--- src/rtl/laser_safety_supervisor.sv ---
module laser_safety_supervisor #(
  parameter int CODE_W     = 10,
  parameter int RST_W_CYC  = 20,
  parameter int NEGATE_CYC = 64,
  parameter int INIT_CYC   = 40
) (
  input  logic              clk,
  input  logic              rst_n,
  input  logic              en_bit,
  input  logic              flt_en,
  input  logic              dis_pin,
  input  logic              mon_ovr,
  input  logic              pd_ovr,
  input  logic              bias_wr,
  input  logic [CODE_W-1:0] bias_new,
  input  logic [CODE_W-1:0] bias_old,
  output logic              bias_en,
  output logic              mod_en,
  output logic              fault
);
  localparam int RW = $clog2(RST_W_CYC + 1);
  localparam int NW = $clog2(NEGATE_CYC + 1);
  localparam int IW = $clog2(INIT_CYC + 1);

  logic [RW-1:0] off_cnt;
  logic [NW-1:0] neg_cnt;
  logic [IW-1:0] init_cnt;
  logic          flt_q;

  logic off_req, init_done, ready, qual, drop_evt, cond;

  assign off_req   = ~en_bit | dis_pin;
  assign init_done = (init_cnt == IW'(INIT_CYC));
  assign ready     = (neg_cnt == NW'(NEGATE_CYC));
  assign qual      = off_req & (off_cnt >= RW'(RST_W_CYC - 1));
  assign drop_evt  = bias_wr & ({bias_new, 1'b0} < {1'b0, bias_old});
  assign cond      = mon_ovr | pd_ovr | drop_evt;

  always_ff @(posedge clk or negedge rst_n) begin
    if (!rst_n) begin
      init_cnt <= '0;
      off_cnt  <= '0;
      neg_cnt  <= '0;
      flt_q    <= 1'b0;
    end else begin
      if (!init_done) init_cnt <= init_cnt + IW'(1);

      if (!off_req) off_cnt <= '0;
      else if (off_cnt != RW'(RST_W_CYC)) off_cnt <= off_cnt + RW'(1);

      if (qual) flt_q <= 1'b0;
      else if (flt_en && cond) flt_q <= 1'b1;

      if (off_req || flt_q || !init_done) neg_cnt <= '0;
      else if (!ready) neg_cnt <= neg_cnt + NW'(1);
    end
  end

  assign bias_en = ~off_req & ~flt_q & init_done & ready;
  assign mod_en  = bias_en;
  assign fault   = flt_q;
endmodule

--- config.mk ---
export PLATFORM = sky130hd
export DESIGN_NAME = laser_safety_supervisor
export DESIGN_NICKNAME = d
export VERILOG_FILES = /design/src/rtl/laser_safety_supervisor.sv
export SDC_FILE = /design/constraint.sdc
export NUM_CORES = 1
export LEC_CHECK = 0
export BUFFER_PORTS_ARGS = -buffer_cell sky130_fd_sc_hd__buf_2
export CORE_AREA = 2 2 62 64
export DETAILED_ROUTE_END_ITERATION = 8
export DIE_AREA = 0 0 64 66
export HOLD_SLACK_MARGIN = 0.05
export SLEW_MARGIN = 25
export SYNTH_ARGS = -nofsm -noshare
export SYNTH_HDL_FRONTEND = slang
export SYNTH_SLANG_ARGS = --single-unit
--- constraint.sdc ---
create_clock -name clk -period 3.1 [get_ports clk]
set_clock_uncertainty 0.2 [all_clocks]
set_input_delay 0.155 -clock clk [delete_from_list [all_inputs] [get_ports clk]]
set_output_delay 0.155 -clock clk [all_outputs]
set_load 0.02 [all_outputs]
# Word-level counts from Yosys, hierarchy flattened
# Index checks and enable logic that the tools add are counted.
[totals]
reg_bits = 19
latchBits = 0
mem_bits_rw = 0
mem_bits_ro = 0
inputBits = 28
elab_cells = 36
mem_count = 0
[op_classes]
add_sub_neg = 3
mul = 0
n_div = 0
magnitude_cmp = 2
eq_ne = 5
n_shift = 0
n_mux = 6
bitwise_logic = 11
n_reduce_logical = 5
[ops]
columns = ["cell", "n"]
rows = [
  ["2-to-1 mux 7 bit", 2],
  ["less-than comparator 11 x 10 -> 1 bit", 1],
  ["2-to-1 mux 5 bit", 2],
  ["adder 7 x 1 -> 7 bit, second input constant", 1],
  ["== test 7 bit, second input constant", 1],
  ["adder 6 x 1 -> 6 bit, second input constant", 1],
  ["== test 6 bit, second input constant", 1],
  ["adder 5 x 1 -> 5 bit, second input constant", 1],
  ["bitwise AND 1 bit", 5],
  ["greater-or-equal comparator 5 bit, second input constant", 1],
  ["!= test 5 bit, second input constant", 1],
  ["!= test 2 x 1 -> 1 bit, second input constant", 2],
  ["inverter 1 bit", 3],
  ["OR 1 bit", 3],
  ["logical OR 1 bit", 2],
  ["2-to-1 mux 1 bit", 2],
  ["nonzero test 2 bit", 1],
  ["logical AND 1 bit", 1],
  ["zero test 1 bit", 1],
]

# Logic depth before layout (Yosys ltp)
# Gate-level depths: netlist (run 1).
[depth]
word_depth = 6
mapped_depth = 7
mapped_depth_nobuf = 6

# Worst setup path before layout (run 1)
# No wires, ideal clock.
[synth_timing]
path_kind = "flip-flop to output port"
startpoint = "register init_cnt[2]"
endpoint = "output mod_en"
arrival_time_ns = 1.827
path_slack_ns = 0.918
path_stages_with_launch = 7
path_cell_list = "dfrtp_1 -> and4bb_2 -> nand2_1 -> or3_1 -> buf_6 -> nor2_1 -> buf_4"
[synth_between]
elab_chain_len = 3
[synth_rtl]
columns = ["item", "line_no", "source"]
rows = [
  ["from (decl)", "27", "logic [IW-1:0] init_cnt;"],
  ["from (signal assigned)", "46", "if (!init_done) init_cnt <= init_cnt + IW'(1);"],
  ["== test 6 bit", "33", "assign init_done = (init_cnt == IW'(INIT_CYC));"],
  ["bitwise AND 1 bit (2 in series)", "59", "assign bias_en = ~off_req & ~flt_q & init_done & ready;"],
  ["to (decl)", "18", "output logic mod_en,"],
]
# No other way between the ends.

# Final worst setup path (run 1)
[layout_timing]
startpoint = "register off_cnt[0]"
endpoint = "register flt_q (netlist: fault)"
[layout_between]
elab_chain_len = 3
word_cells_on_any_way = 4
[layout_rtl]
columns = ["item", "line_no", "source"]
rows = [
  ["from (decl)", "25", "logic [RW-1:0] off_cnt;"],
  ["from (signal assigned)", "49", "else if (off_cnt != RW'(RST_W_CYC)) off_cnt <= off_cnt + RW'(1);"],
  ["greater-or-equal comparator 5 bit (*)", "35", "assign qual = off_req & (off_cnt >= RW'(RST_W_CYC - 1));"],
  ["bitwise AND 1 bit (*)", "35", ""],
  ["2-to-1 mux 1 bit or nonzero test 2 bit (tied branches)", "-", ""],
  ["to (signal assigned)", "44", "flt_q <= 1'b0;"],
  ["to (signal assigned)", "51", "if (qual) flt_q <= 1'b0;"],
  ["to (signal assigned)", "52", "else if (flt_en && cond) flt_q <= 1'b1;"],
  ["to (decl)", "28", "logic flt_q;"],
]
# Every way passes the cells marked *; elsewhere a longest branch is shown, timed or not.
# A chain may end at the register's enable or synchronous reset.

==> results of run 1 <==
[through the flow]
step                       util  instance area (µm²)
after floorplan               -                 1200
after global placement    0.391                 1390
after detailed placement  0.391                 1390
after CTS                 0.413                 1470
after global routing      0.413                 1470
final                     0.413                 1470
[flip-flops by register name, summed over array words and instances, names as in the netlist]
name and count:
fault 1, off_cnt 5, init_cnt 6, neg_cnt 7
[metal layers]
metal | part of all wire | vias to the layer above
met3 | 0.060 | 5
met2 | 0.48 | 35
met1 | 0.44 | 432
li1 | - | 494
met5 | 0 | -
met4 | 0.021 | 0
[worst max-delay path, cell delays in order (launching register included)]
cell           delay [ns]
dfrtp_1              0.46
ha_1                 0.27
a2111o_1             0.29
nand3_1              0.10
nand4_1              0.08
dlygate4sd3_1        0.56
o21ai_0              0.14
dlygate4sd3_1        0.56
[layout make-up]
| type | count | area, µm² |
|---|---|---|
| clock buffers | 3 | 22.5 |
| multi-input cells | 88 | 647 |
| flip-flops and latches | 19 | 475 |
| clock inverters | 1 | 5.00 |
| inverters | 15 | 56.3 |
| well taps | 48 | 60.1 |
| fillers | 343 | 2080 |
| repair buffers | 35 | 200 |
[cell usage in the layout (no fill, tap or decap), drive strengths merged, types with 3 or more instances in the layout]
| cell type | instances |
|---|---|
| buf | 30 |
| dfrtp | 19 |
| inv | 15 |
| ha | 15 |
| nor2 | 12 |
| nand3 | 10 |
| xnor2 | 7 |
| xor2 | 7 |
| nand2 | 5 |
| a21oi | 5 |
| dlygate4sd3 | 5 |
| o21ai | 4 |
| nand4 | 4 |
| clkbuf | 3 |
[cell families after synthesis]
kind of cell / after synthesis / share of synthesized area
xor gates and xnor gates: 14 / 0.102
and+or+nand+nor: 43 / 0.193
adders and majority gates: 15 / 0.157
buffers and inverters: 17 / 0.0627
muxes: 2 / 0.0167
AOI/OAI and AO/OA: 14 / 0.0711
DFF: 19 / 0.397
[power groups by stage]
stage	registers [µW]	clock network, µW	logic, µW
6_report	295	126	115
5_1_grt	299	144	134
4_1_cts	294	132	118
3_5_place_dp	299	0	112
3_3_place_gp	299	0	106
2_1_floorplan	294	0	75.0
[how the worst max path moves through the flow]
stage	from	end	slack (ns)	cells after the start
global route	off_cnt[0]$_DFFE_PN0P_	fault$_DFFE_PN0P_	0.23	7
global placement	init_cnt[2]$_DFFE_PN0P_	bias_en	1.12	5
floorplan	init_cnt[2]$_DFFE_PN0P_	mod_en	0.92	6
detailed placement	init_cnt[2]$_DFFE_PN0P_	bias_en	1.09	5
finish	off_cnt[0]$_DFFE_PN0P_	fault$_DFFE_PN0P_	0.39	7
CTS	off_cnt[0]$_DFFE_PN0P_	fault$_DFFE_PN0P_	0.38	7
[timing repair]
item                       CTS  global route
hold buffers                 5             0
hold endpoints to repair    25             0
setup buffers                0             0
setup endpoints to repair    0             0
==> metrics.txt, run 1 <==
status=completed; clock latency at the later pin of the worst-skew pair=0.30 ns; max-slew violations=0; switching power total=157 µW; top-area cell type share of the netlist area=0.397; Initial Util=0.337; Post-synth EDFFs=0; average size of a mapped cell=9.66 µm²; relative slew slack=0.721; DIE WIDTH=64 µm; Congestion Overflow GR=0; hold path depth=3; number of buffers created by CTS=3; Syn Inst Count=124; register area share after synthesis=0.397; Max Fclk=369 MHz; Placed Cells=200; RR Startpoint=off_cnt[0]$_DFFE_PN0P_; wire per inst=10.7 µm; Fin. Hold Viols=0; min-delay src=en_bit; top_reg_cell synth=dfrtp_1; Worst Slack Setup Final=0.387 ns; Reg power frac=0.550; Comb pwr share=0.215; Mapped Area=1200 µm²; PwrDens=365 nW/µm²; flops & latches, synth=19; GR peak layer=met2; distinct cell type count after synthesis=28; htree depth=1; largest net degree at the start of global routing=20; share of cells above drive strength 1=0.217; Non-Filler Instances=209; core area=3550 µm²; Worst R2R Path Depth=7; min cycle time layout=2.71 ns; vias in the first global route=956; most numerous cell in the Yosys netlist=dfrtp_1; Nets=205; final setup violation count=0; FF-to-FF End=fault$_DFFE_PN0P_; most common library cells after synthesis=19 x dfrtp_1, 15 x ha_1, 15 x inv_1, 12 x nor2_1, 10 x nand3_1; Clk pwr share=0.235; Worst Path Max Fanout=6; Startpoint Class=flip-flop; met1 Use GR=0.134; vias after detailed routing=966; peak supply drop=0.000109 V; initial drt markers=30; vias per cell=4.62; Worst-Margin Slew=0.418 ns; Mapped Nets=167; Ports=31; global-route wire length before repair=3.98 mm; Yosys top cell by area=dfrtp_1; worst endpoint required time=3.15 ns; setup TNS=0 ns; DP HPWL=1.79 mm; Num Clock Sinks=19; Port Buffers=30; WS Path Type=reg -> reg; part of the cycle the worst path needs=0.875; CTS clk-pin slew, worst paths=0.11 ns; critical path capture point type=flip-flop; Max clock buf depth=2; Die ar.=4220 µm²; n_diodes=0; P&R area growth vs syn=22.5%; Lkg Pwr=0.000727 µW; Tightest Hold Check Type=in -> reg; Int Power=379 µW; Area contributors post-synth=dfrtp_1 40%, ha_1 16%, xnor2_1 5.1%; DIE HEIGHT=66 µm; antenna violations before repair=0; Overall Power=536 µW; Ys Warns=0; Crit path arrival time=2.76 ns; Clock Tree Root=clkbuf_4; GPL Wtd Cong=0.781; Gates resized, CTS repair=0; met2 usage=0.219; Post-synth ARST share=1.00; max-capacitance violation count=0; TritonCTS clock tree=yes; drt pass-1 iters=3; r2r setup slk=0.39 ns; GR Util All Layers=0.121; WHS Endpoint=off_cnt[0]$_DFFE_PN0P_; final hold slack=0.0648 ns; DP Worst Slack=1.09 ns; Remaining DRCs=0; post-route ant nets=0; cell row count=22; RSZ-0062 raised after global routing=no; met3 usage=0.0204; routed wire length=2.25 mm; switching fraction of total power=0.293
(Power assumes the default switching activity.)
==> run 2, diff against run 1 <==
- REMOVE_ABC_BUFFERS: not set -> 1
==> metrics.txt, run 2 (same netlist as run 1, synthesis figures left out) <==
status=completed; htree depth=1 (unchanged); worst endpoint required time=3.14 ns (about the same); Reg power frac=0.548 (-0.002); antenna violations before repair=0 (unchanged); Design Area, Final=1470 µm² (about the same); GPL Wtd Cong=0.836 (+7.0%); Lkg Pwr=0.000724 µW (-0.38%); largest net degree at the start of global routing=20 (unchanged); part of the cycle the worst path needs=0.887 (+0.0122); setup TNS=0 ns (unchanged); DP HPWL=1.80 mm (+0.25%); FF-to-FF End=fault$_DFFE_PN0P_; Largest regs=neg_cnt (7), init_cnt (6), off_cnt (5); Num Clock Sinks=19 (unchanged); Startpoint Class=flip-flop; vias in the first global route=1,032 (+7.9%); number of flip-flops in the largest register=7 (unchanged); switching power total=157 µW (about the same); DP Worst Slack=1.08 ns (-0.00662 ns); max-capacitance violation count=0 (unchanged); number of buffers created by CTS=3 (unchanged); Clock Tree Root=clkbuf_4; Crit path arrival time=2.80 ns (+0.04 ns); vias after detailed routing=970 (+0.41%); Fin. Hold Viols=0 (unchanged); Int Power=381 µW (+0.49%); post-route ant nets=0 (unchanged); Port Buffers=30 (unchanged); DIE WIDTH=64 µm (unchanged); Max Fclk=363 MHz (-1.4%); most common cell after layout, fill and taps aside=buf_2; share of cells above drive strength 1=0.211 (-0.00621); Max clock buf depth=2 (unchanged); commonest non-fill, non-tap cells in the layout=30 x buf_2, 19 x dfrtp_1, 15 x inv_1, 15 x ha_1, 12 x nor2_1; TritonCTS clock tree=yes; WHS Endpoint=off_cnt[1]$_DFFE_PN0P_; Nets=205 (unchanged); min cycle time layout=2.75 ns (+0.0380 ns); critical path capture point type=flip-flop; vias per cell=4.64 (+0.41%); WS Path Type=reg -> reg; Congestion Overflow GR=0 (unchanged); Largest Register=neg_cnt; P&R area growth vs syn=22.4% (about the same); Worst-Margin Slew=0.421 ns (+0.00285 ns); final setup violation count=0 (unchanged); placed cell areas=1390 µm² (unchanged); Clk pwr share=0.235 (about the same); Die ar.=4220 µm² (unchanged); routed wire length=2.24 mm (-0.49%); Comb pwr share=0.217 (+0.002); RSZ-0062 raised after global routing=no; peak supply drop=0.000112 V (+2.7%); CTS clk-pin slew, worst paths=0.10 ns (about the same); Worst Path Max Fanout=6 (unchanged); Worst Slack Setup Final=0.349 ns (-0.0380 ns); Remaining DRCs=0 (unchanged); clock latency at the later pin of the worst-skew pair=0.30 ns (about the same); DIE HEIGHT=66 µm (unchanged); core area=3550 µm² (unchanged); relative slew slack=0.719 (-0.00190); cell row count=22 (unchanged); Ports=31 (unchanged); PwrDens=367 nW/µm² (+0.45%); RR Startpoint=off_cnt[0]$_DFFE_PN0P_; Finished Core Util=0.413 (about the same); global-route wire length before repair=3.97 mm (-0.18%); max-slew violations=0 (unchanged); Overall Power=538 µW (+0.37%); n_diodes=0 (unchanged); Initial Util=0.337 (unchanged); wire per inst=10.7 µm (-0.49%); GR Util All Layers=0.120 (-0.000422); min-delay src=en_bit; Tightest Hold Check Type=in -> reg; Gates resized, CTS repair=0 (unchanged); r2r setup slk=0.35 ns (-0.04 ns); Worst R2R Path Depth=7 (unchanged); switching fraction of total power=0.292 (-0.000844); hold path depth=3 (unchanged); drt pass-1 iters=4 (+1); initial drt markers=26 (-13%)
-- run 2: cell count changes in the layout (fill, tap and decap cells not counted) --
cell / previous run / this run
clkinv_2: 1 / 0
clkbuf_1: 0 / 1
-- run 2: stage by stage --
step	instances	hold slack, ns
finish	209	0.0749
global route	209	0.0792
CTS	209	0.0793
detailed placement	200	-0.0801
global placement	200	-0.0921
floorplan	122	-0.341
-- run 2: cell type report --
cell class | count | area, µm²
fill | 335 | 2090
multi-input combinational | 88 | 647
sequential | 19 | 475
timing repair buffer | 35 | 200
tap | 48 | 60.1
inverter | 15 | 56.3
clock buffer | 4 | 26.3
-- run 2: how the worst max path moves through the flow --
stage	start	to	slack, ns
2_1_floorplan	init_cnt[2]$_DFFE_PN0P_	bias_en	0.94
3_3_place_gp	init_cnt[2]$_DFFE_PN0P_	mod_en	1.12
3_5_place_dp	init_cnt[2]$_DFFE_PN0P_	mod_en	1.08
4_1_cts	off_cnt[0]$_DFFE_PN0P_	fault$_DFFE_PN0P_	0.37
5_1_grt	off_cnt[0]$_DFFE_PN0P_	fault$_DFFE_PN0P_	0.21
6_report	off_cnt[0]$_DFFE_PN0P_	fault$_DFFE_PN0P_	0.35
-- run 2: per-layer routing --
layer  track usage  up-vias  share of wire  wire [µm]
li1              -      494              -          -
met1         0.131      442           0.44        992
met2         0.214       30           0.49       1090
met3        0.0239        4          0.046        102
met4        0.0761        0          0.020         45
met5             0        -              0          0
-- run 2: critical path, cell delays in order, from the launching register on --
cell           delay [ns]
dfrtp_1              0.46
ha_1                 0.27
a2111o_1             0.30
nand3_1              0.11
nand4_1              0.09
dlygate4sd3_1        0.57
o21ai_0              0.14
dlygate4sd3_1        0.56
-- run 2: power by group through the flow --
stage	Sequential [µW]	Combinational, µW	Clock [µW]
2_1_floorplan	294	74.4	0
3_3_place_gp	297	107	0
3_5_place_dp	299	114	0
4_1_cts	295	120	130
5_1_grt	298	135	146
6_report	295	117	126
-- run 2: repair_timing --
action / in CTS / in global routing
endpoints found under the hold margin: 25 / 0
setup buffers: 0 / 0
hold buffers: 5 / 0
